### src/rtl/i2c_scl_pkg.sv
package i2c_scl_pkg;
  localparam int REG_W     = 16;
  localparam int ADDR_W    = 3;
  localparam int DIV_W     = 8;
  localparam int SMP_W     = 3;
  localparam int STEP_W    = 6;
  localparam int HS_STEP_W = 3;
  localparam int SU_W      = 9;
  localparam int N_REGS    = 5;

  localparam logic [ADDR_W-1:0] A_DIV  = 3'd0;
  localparam logic [ADDR_W-1:0] A_HTIM = 3'd1;
  localparam logic [ADDR_W-1:0] A_LTIM = 3'd2;
  localparam logic [ADDR_W-1:0] A_HS   = 3'd3;
  localparam logic [ADDR_W-1:0] A_EXT  = 3'd4;

  typedef struct packed {
    logic [DIV_W-1:0]  div;
    logic [SMP_W-1:0]  smp_lo;
    logic [SMP_W-1:0]  smp_hi;
    logic [STEP_W-1:0] stp_lo;
    logic [STEP_W-1:0] stp_hi;
    logic [SU_W-1:0]   setup;
  } scl_cfg_t;
endpackage

### src/rtl/i2c_scl_regs.sv
module i2c_scl_regs
  import i2c_scl_pkg::*;
(
  input  logic              clk_i,
  input  logic              rst_ni,
  input  logic              hs_sel_i,
  input  logic              wr_en_i,
  input  logic [ADDR_W-1:0] wr_addr_i,
  input  logic [REG_W-1:0]  wr_data_i,
  output scl_cfg_t          cfg_o
);
  logic [N_REGS-1:0][REG_W-1:0] regs_q;

  for (genvar i = 0; i < N_REGS; i++) begin : g_reg
    always_ff @(posedge clk_i or negedge rst_ni) begin
      if (!rst_ni)                                   regs_q[i] <= '0;
      else if (wr_en_i && wr_addr_i == ADDR_W'(i))   regs_q[i] <= wr_data_i;
    end
  end

  logic [REG_W-1:0] r_div, r_htim, r_ltim, r_hs, r_ext;
  assign r_div  = regs_q[A_DIV];
  assign r_htim = regs_q[A_HTIM];
  assign r_ltim = regs_q[A_LTIM];
  assign r_hs   = regs_q[A_HS];
  assign r_ext  = regs_q[A_EXT];

  always_comb begin
    cfg_o = '0;
    if (hs_sel_i) begin
      cfg_o.div    = r_div[15:8];
      cfg_o.smp_hi = r_hs[14:12];
      cfg_o.stp_hi = STEP_W'(r_hs[8 +: HS_STEP_W]);
      cfg_o.smp_lo = r_ltim[14:12];
      cfg_o.stp_lo = STEP_W'(r_ltim[9 +: HS_STEP_W]);
      cfg_o.setup  = r_ext[0] ? SU_W'(r_ext[7:1]) + SU_W'(1) : '0;
    end else begin
      cfg_o.div    = r_div[DIV_W-1:0];
      cfg_o.smp_hi = r_htim[8 +: SMP_W];
      cfg_o.stp_hi = r_htim[STEP_W-1:0];
      cfg_o.smp_lo = r_ltim[6 +: SMP_W];
      cfg_o.stp_lo = r_ltim[STEP_W-1:0];
      cfg_o.setup  = r_ext[0] ? SU_W'(r_ext[15:8]) + SU_W'(1) : '0;
    end
  end

  AST_UNMAPPED_IGNORED: assert property (@(posedge clk_i) disable iff (!rst_ni)
    (wr_en_i && wr_addr_i >= ADDR_W'(N_REGS)) |=> $stable(regs_q));
endmodule

### src/rtl/i2c_scl_prescaler.sv
module i2c_scl_prescaler
  import i2c_scl_pkg::*;
(
  input  logic             clk_i,
  input  logic             rst_ni,
  input  logic             run_i,
  input  logic [DIV_W-1:0] div_i,
  output logic             tick_o
);
  logic [DIV_W-1:0] cnt_q;

  assign tick_o = run_i && (cnt_q == div_i);

  always_ff @(posedge clk_i or negedge rst_ni) begin
    if (!rst_ni)      cnt_q <= '0;
    else if (!run_i)  cnt_q <= '0;
    else if (tick_o)  cnt_q <= '0;
    else              cnt_q <= cnt_q + DIV_W'(1);
  end

  AST_PRE_BOUND: assert property (@(posedge clk_i) disable iff (!rst_ni)
    run_i |-> cnt_q <= div_i);
endmodule

### src/rtl/i2c_scl_phase.sv
module i2c_scl_phase
  import i2c_scl_pkg::*;
(
  input  logic     clk_i,
  input  logic     rst_ni,
  input  logic     en_i,
  input  logic     tick_i,
  input  scl_cfg_t cfg_next_i,
  output scl_cfg_t cfg_o,
  output logic     run_o,
  output logic     scl_low_o,
  output logic     sample_o
);
  scl_cfg_t          cfg_q;
  logic              run_q, high_q;
  logic [SMP_W-1:0]  smp_q;
  logic [STEP_W-1:0] stp_q;
  logic [SMP_W-1:0]  cur_smp;
  logic [STEP_W-1:0] cur_stp;
  logic              smp_end, phase_end;

  assign cur_smp   = high_q ? cfg_q.smp_hi : cfg_q.smp_lo;
  assign cur_stp   = high_q ? cfg_q.stp_hi : cfg_q.stp_lo;
  assign smp_end   = run_q && tick_i && (smp_q == cur_smp);
  assign phase_end = smp_end && (stp_q == cur_stp);

  always_ff @(posedge clk_i or negedge rst_ni) begin
    if (!rst_ni) begin
      cfg_q  <= '0;
      run_q  <= 1'b0;
      high_q <= 1'b0;
      smp_q  <= '0;
      stp_q  <= '0;
    end else if (!en_i || !run_q) begin
      cfg_q  <= cfg_next_i;
      run_q  <= en_i;
      high_q <= 1'b0;
      smp_q  <= '0;
      stp_q  <= '0;
    end else if (tick_i) begin
      if (!smp_end) begin
        smp_q <= smp_q + SMP_W'(1);
      end else begin
        smp_q <= '0;
        if (!phase_end) begin
          stp_q <= stp_q + STEP_W'(1);
        end else begin
          stp_q  <= '0;
          high_q <= ~high_q;
          if (high_q) cfg_q <= cfg_next_i; // period boundary
        end
      end
    end
  end

  assign cfg_o     = cfg_q;
  assign run_o     = run_q;
  assign scl_low_o = run_q && !high_q;
  assign sample_o  = smp_end;

  AST_LOW_FIRST: assert property (@(posedge clk_i) disable iff (!rst_ni)
    $rose(run_q) |-> !high_q);
  AST_PHASE_HOLD: assert property (@(posedge clk_i) disable iff (!rst_ni)
    (run_q && en_i && !phase_end) |=> $stable(high_q));
  AST_SAMPLE_ON_TICK: assert property (@(posedge clk_i) disable iff (!rst_ni)
    sample_o |-> tick_i);
  AST_SMP_BOUND: assert property (@(posedge clk_i) disable iff (!rst_ni)
    run_q |-> (smp_q <= cur_smp && stp_q <= cur_stp));
  AST_CFG_HOLD: assert property (@(posedge clk_i) disable iff (!rst_ni)
    (run_q && en_i && !(phase_end && high_q)) |=> $stable(cfg_q));
  AST_IDLE_QUIET: assert property (@(posedge clk_i) disable iff (!rst_ni)
    !$past(en_i) |-> (!scl_low_o && !sample_o));
endmodule

### src/rtl/i2c_scl_phase_gen.sv
module i2c_scl_phase_gen
  import i2c_scl_pkg::*;
(
  input  logic              clk_i,
  input  logic              rst_ni,
  input  logic              en_i,
  input  logic              hs_sel_i,
  input  logic              wr_en_i,
  input  logic [ADDR_W-1:0] wr_addr_i,
  input  logic [REG_W-1:0]  wr_data_i,
  output logic              scl_low_o,
  output logic              sample_o,
  output logic [SU_W-1:0]   setup_o
);
  scl_cfg_t cfg_next, cfg_act;
  logic     run, tick;

  i2c_scl_regs u_regs (
    .clk_i, .rst_ni, .hs_sel_i, .wr_en_i, .wr_addr_i, .wr_data_i,
    .cfg_o(cfg_next)
  );

  i2c_scl_prescaler u_pre (
    .clk_i, .rst_ni, .run_i(run), .div_i(cfg_act.div), .tick_o(tick)
  );

  i2c_scl_phase u_phase (
    .clk_i, .rst_ni, .en_i, .tick_i(tick), .cfg_next_i(cfg_next),
    .cfg_o(cfg_act), .run_o(run), .scl_low_o, .sample_o
  );

  assign setup_o = cfg_act.setup;
endmodule

### config.mk
export PLATFORM = sky130hd
export DESIGN_NAME = i2c_scl_phase_gen
export DESIGN_NICKNAME = d
export VERILOG_FILES = /design/src/rtl/i2c_scl_pkg.sv /design/src/rtl/i2c_scl_regs.sv /design/src/rtl/i2c_scl_prescaler.sv /design/src/rtl/i2c_scl_phase.sv /design/src/rtl/i2c_scl_phase_gen.sv
export SDC_FILE = /design/constraint.sdc
export NUM_CORES = 1
export LEC_CHECK = 0
export BUFFER_PORTS_ARGS = -buffer_cell sky130_fd_sc_hd__buf_2
export CAP_MARGIN = 20
export CORE_ASPECT_RATIO = 0.6
export CORE_MARGIN = 2
export CORE_UTILIZATION = 55
export CTS_BUF_LIST = sky130_fd_sc_hd__clkbuf_4 sky130_fd_sc_hd__clkbuf_8 sky130_fd_sc_hd__clkbuf_16
export CTS_CLUSTER_SIZE = 30
export DETAILED_ROUTE_END_ITERATION = 8
export PLACE_DENSITY_LB_ADDON = 0.2
export SLEW_MARGIN = 40
export SYNTH_ARGS = -nofsm -noshare
export SYNTH_HDL_FRONTEND = slang
export SYNTH_SLANG_ARGS = --single-unit
### constraint.sdc
create_clock -name clk_i -period 2.19 [get_ports clk_i]
set_clock_uncertainty 0.05 [all_clocks]
set_input_delay 0 -clock clk_i [delete_from_list [all_inputs] [get_ports clk_i]]
set_output_delay 0 -clock clk_i [all_outputs]
set_load 0.01 [all_outputs]
==> results.sh <==
export IMPL_status="finished, violations left"
export IMPL_violations="setup timing"
export IMPL_min_period_ns=2.27
export IMPL_p_sw_mw=1.72
export IMPL_synth_ff_type="dfrtp_1"
export IMPL_timing_final_crit_share_pct=103
export IMPL_finalSetupTns_ns=-1.60
export IMPL_critPathMaxStageDelay_ns=0.41
export IMPL_layout_common_cells="dfrtp_1 (115), mux2_2 (88), buf_2 (33), buf_4 (29)"
export IMPL_stdcell_area_sq_um=6880
export IMPL_syn_to_final_growth_pct=22.4
export IMPL_arrival_ns=2.51
export IMPL_max_freq_mhz=441
export IMPL_clkPwrFrac_pct=40.0
export IMPL_dr_pass1_iters=4
export IMPL_placed_area_sq_um=6010
export IMPL_grt_use_met3_pct=5.86
export IMPL_drv_cap=0
export IMPL_leakagePower_nw=3.15
export IMPL_p_int_mw=5.11
export IMPL_detail_route_antenna_nets=0
export IMPL_grtUsageMet2_pct=34.5
export IMPL_worst_pin_slew_ns=0.522
export IMPL_dp_cells=597
export IMPL_grt_max_degree=45
export IMPL_setup_slack_ns=-0.0759
export IMPL_post_drt_via_cell_ratio=5.42
export IMPL_final_common_cell="dfrtp_1"
export IMPL_hold_class="input port to async pin"
export IMPL_worst_path_max_fanout=14
export IMPL_rsz0062_at_grt="true"
export IMPL_syn_nets=455
export IMPL_syn_area_sq_um=5620
export IMPL_antenna_cells=0
export IMPL_cts_path_max_buffers=2
export IMPL_dieHeight_um=82.3
export IMPL_synth_cells=426
export IMPL_die_x_um=134
export IMPL_yosysUniqueCellTypes=45
export IMPL_setup_viol=34
export IMPL_holdWs_ns=0.0521
export IMPL_clk_pin_slew_ns=0.05
export IMPL_use_met1_pct=34.4
export IMPL_worstSkewPairLatency_ns=0.42
export IMPL_relSlewSlack_pct=65.2
export IMPL_pin_count=35
export IMPL_finalNetCount=536
export IMPL_grt_util_all_layers_pct=23.8
export IMPL_synth_edf_count=0
export IMPL_cts_tree="yes"
export IMPL_crit_required_ns=2.44
export IMPL_io_buffers=34
export IMPL_grt_pass1_wl_mm=19.4
export IMPL_endpoint_kind="flop"
export IMPL_final_hold_viol_count=0
export IMPL_layout_drive_gt1_share_pct=43.3
export IMPL_start_kind="flop"
export IMPL_crit_path_cell_trace="buf_6 > mux2i_1 > xnor2_1 > nor4_2 > and2_4 > a31o_4 > buf_12 > mux2_4"
export IMPL_start_util_pct=56.7
export IMPL_swShare_pct=25.1
export IMPL_grt_ovfl_total=0
export IMPL_hpwl_mm=7.80
export IMPL_grt_pass1_vias=3638
export IMPL_top_usage_layer="met2"
export IMPL_clockRootBuffer="clkbuf_16"
export IMPL_p_per_area_nw_per_um2=994
export IMPL_seq_power_share_pct=42.0
export IMPL_cts_sinks=116
export IMPL_drtIter0Drc=184
export IMPL_r2r_start="u_phase.high_q"
export IMPL_crit_start="u_phase.high_q"
export IMPL_path_class="flop to flop"
export IMPL_gp_congestion=0.809
export IMPL_wl_per_cell_um=17.9
export IMPL_avgSynthCellArea_sq_um=13.2
export IMPL_yosysSeqAreaShare_pct=51.7
export IMPL_fp_coreArea_sq_um=9910
export IMPL_crit_path_top_delay_cell="dfrtp_2"
export IMPL_fin_util_pct=69.4
export IMPL_layout_cells_non_filler=652
export IMPL_drc=0
export IMPL_final_max_slew_viol_count=0
export IMPL_synth_seq_cells=116
export IMPL_vias=3532
export IMPL_dieArea_sq_um=11100
export IMPL_rows=28
export IMPL_finalPower_mw=6.83
export IMPL_synthArstFlopShare_pct=100
export IMPL_drt_total_wl_mm=11.6
export IMPL_fillers=701
export IMPL_place_ws_ns=-0.140
export IMPL_cts_made_buffers=17
export IMPL_p_comb_share_pct=18.0
export IMPL_antenna_found_initial=0
export IMPL_cts_max_level=4
export IMPL_ir_drop_mv=0.671
export IMPL_yosysWarnings=0
## cell families after synthesis
group | Yosys count | synth area share, %
compound gates | 24 | 2.98
xor+xnor | 34 | 5.30
simple gates | 83 | 7.59
mux | 129 | 26.9
buf+inv | 35 | 4.45
fa+ha+maj | 5 | 1.11
flops | 116 | 51.7
## timing repair
action                                  in CTS  in global routing
setup buffers                                5                  2
endpoints found under the setup margin      34                 34
gates resized for setup                      6                  2
hold buffers                                18                  0
pin swaps                                    3                  0
gates cloned                                 1                  0
hold endpoints to repair                   182                  0
## cell usage after synthesis, types with 2 or more instances
library cell   count  area (sq um)
nand3_1           13          65.1
nor2b_1            8          50.1
dlygate4sd3_1      2          20.0
inv_1              9          33.8
buf_6              3          33.8
dfrtp_1          116          2900
o211ai_1           5          37.5
buf_12             3          60.1
xnor2_1           23           201
nand2_1           23          86.3
nand4_1            3          18.8
buf_4              9          67.6
a21o_2             2          17.5
xor2_1            11          96.3
o21ai_0            4          20.0
a21oi_1            6          30.0
nor2_1            15          56.3
clkbuf_1           7          26.3
or3_1              4          25.0
mux2_4            22           330
nor3_1             2          10.0
mux2i_1           19           190
and3_1             4          25.0
ha_1               5          62.6
mux2_2            88           991
## power by group through the flow
stage               clock network, mW  registers (mW)  logic [mW]
floorplan                           0            2.79       0.945
global placement                    0            2.88        1.14
detailed placement                  0            2.89        1.17
CTS                              2.76            2.86        1.23
global route                     2.86            2.93        1.34
finish                           2.73            2.87        1.23
## sequential cells by signal, summed over array words and instances, names as in the netlist
name	cells
u_phase.cfg_o	35
u_regs.r_div	16
u_regs.r_ext	16
u_regs.r_ltim	15
u_regs.r_htim	9
u_pre.cnt_q	8
u_phase.stp_q	6
u_regs.r_hs	6
u_phase.smp_q	3
u_phase.high_q	1
u_phase.run_o	1
## worst max-delay path: cells and delay by family, from the launching register on
kind / cells / cell delay, ns
multiplexers: 2 / 0.49
AO/OA/AOI/OAI: 1 / 0.22
XOR/XNOR: 1 / 0.10
buffers and inverters: 2 / 0.32
AND/OR/NAND/NOR: 2 / 0.54
flip-flops: 1 / 0.41
## per-layer routing
layer,wire (um),up-vias
met3,425,15
met1,6150,1801
met4,201,0
li1,-,1650
met5,0,-
met2,4870,66
## worst paths after layout
kind,endpoint,slack [ns],cells after the start
setup / recovery,u_phase.cfg_o[16],-0.08,8
hold / removal,u_regs.r_ext[15],0.05,2
setup reg to reg,u_phase.cfg_o[16],-0.08,8
hold reg to reg,u_regs.r_ltim[5],0.45,1
max in group asynchronous,u_regs.r_ltim[1],1.39,3
min in group clk_i,u_phase.cfg_o[0],0.09,4
## layout make-up
type                            count  area (sq um)  area share (%)
Multi-Input combinational cell    275          2490            36.3
Clock inverter                      5          75.1            1.09
Clock buffer                       24           503            7.31
Timing Repair Buffer               87           693            10.1
Tap cell                          135           169            2.46
Sequential cell                   116          2900            42.2
Inverter                           10          37.5           0.546
(Power assumes the default switching activity.)
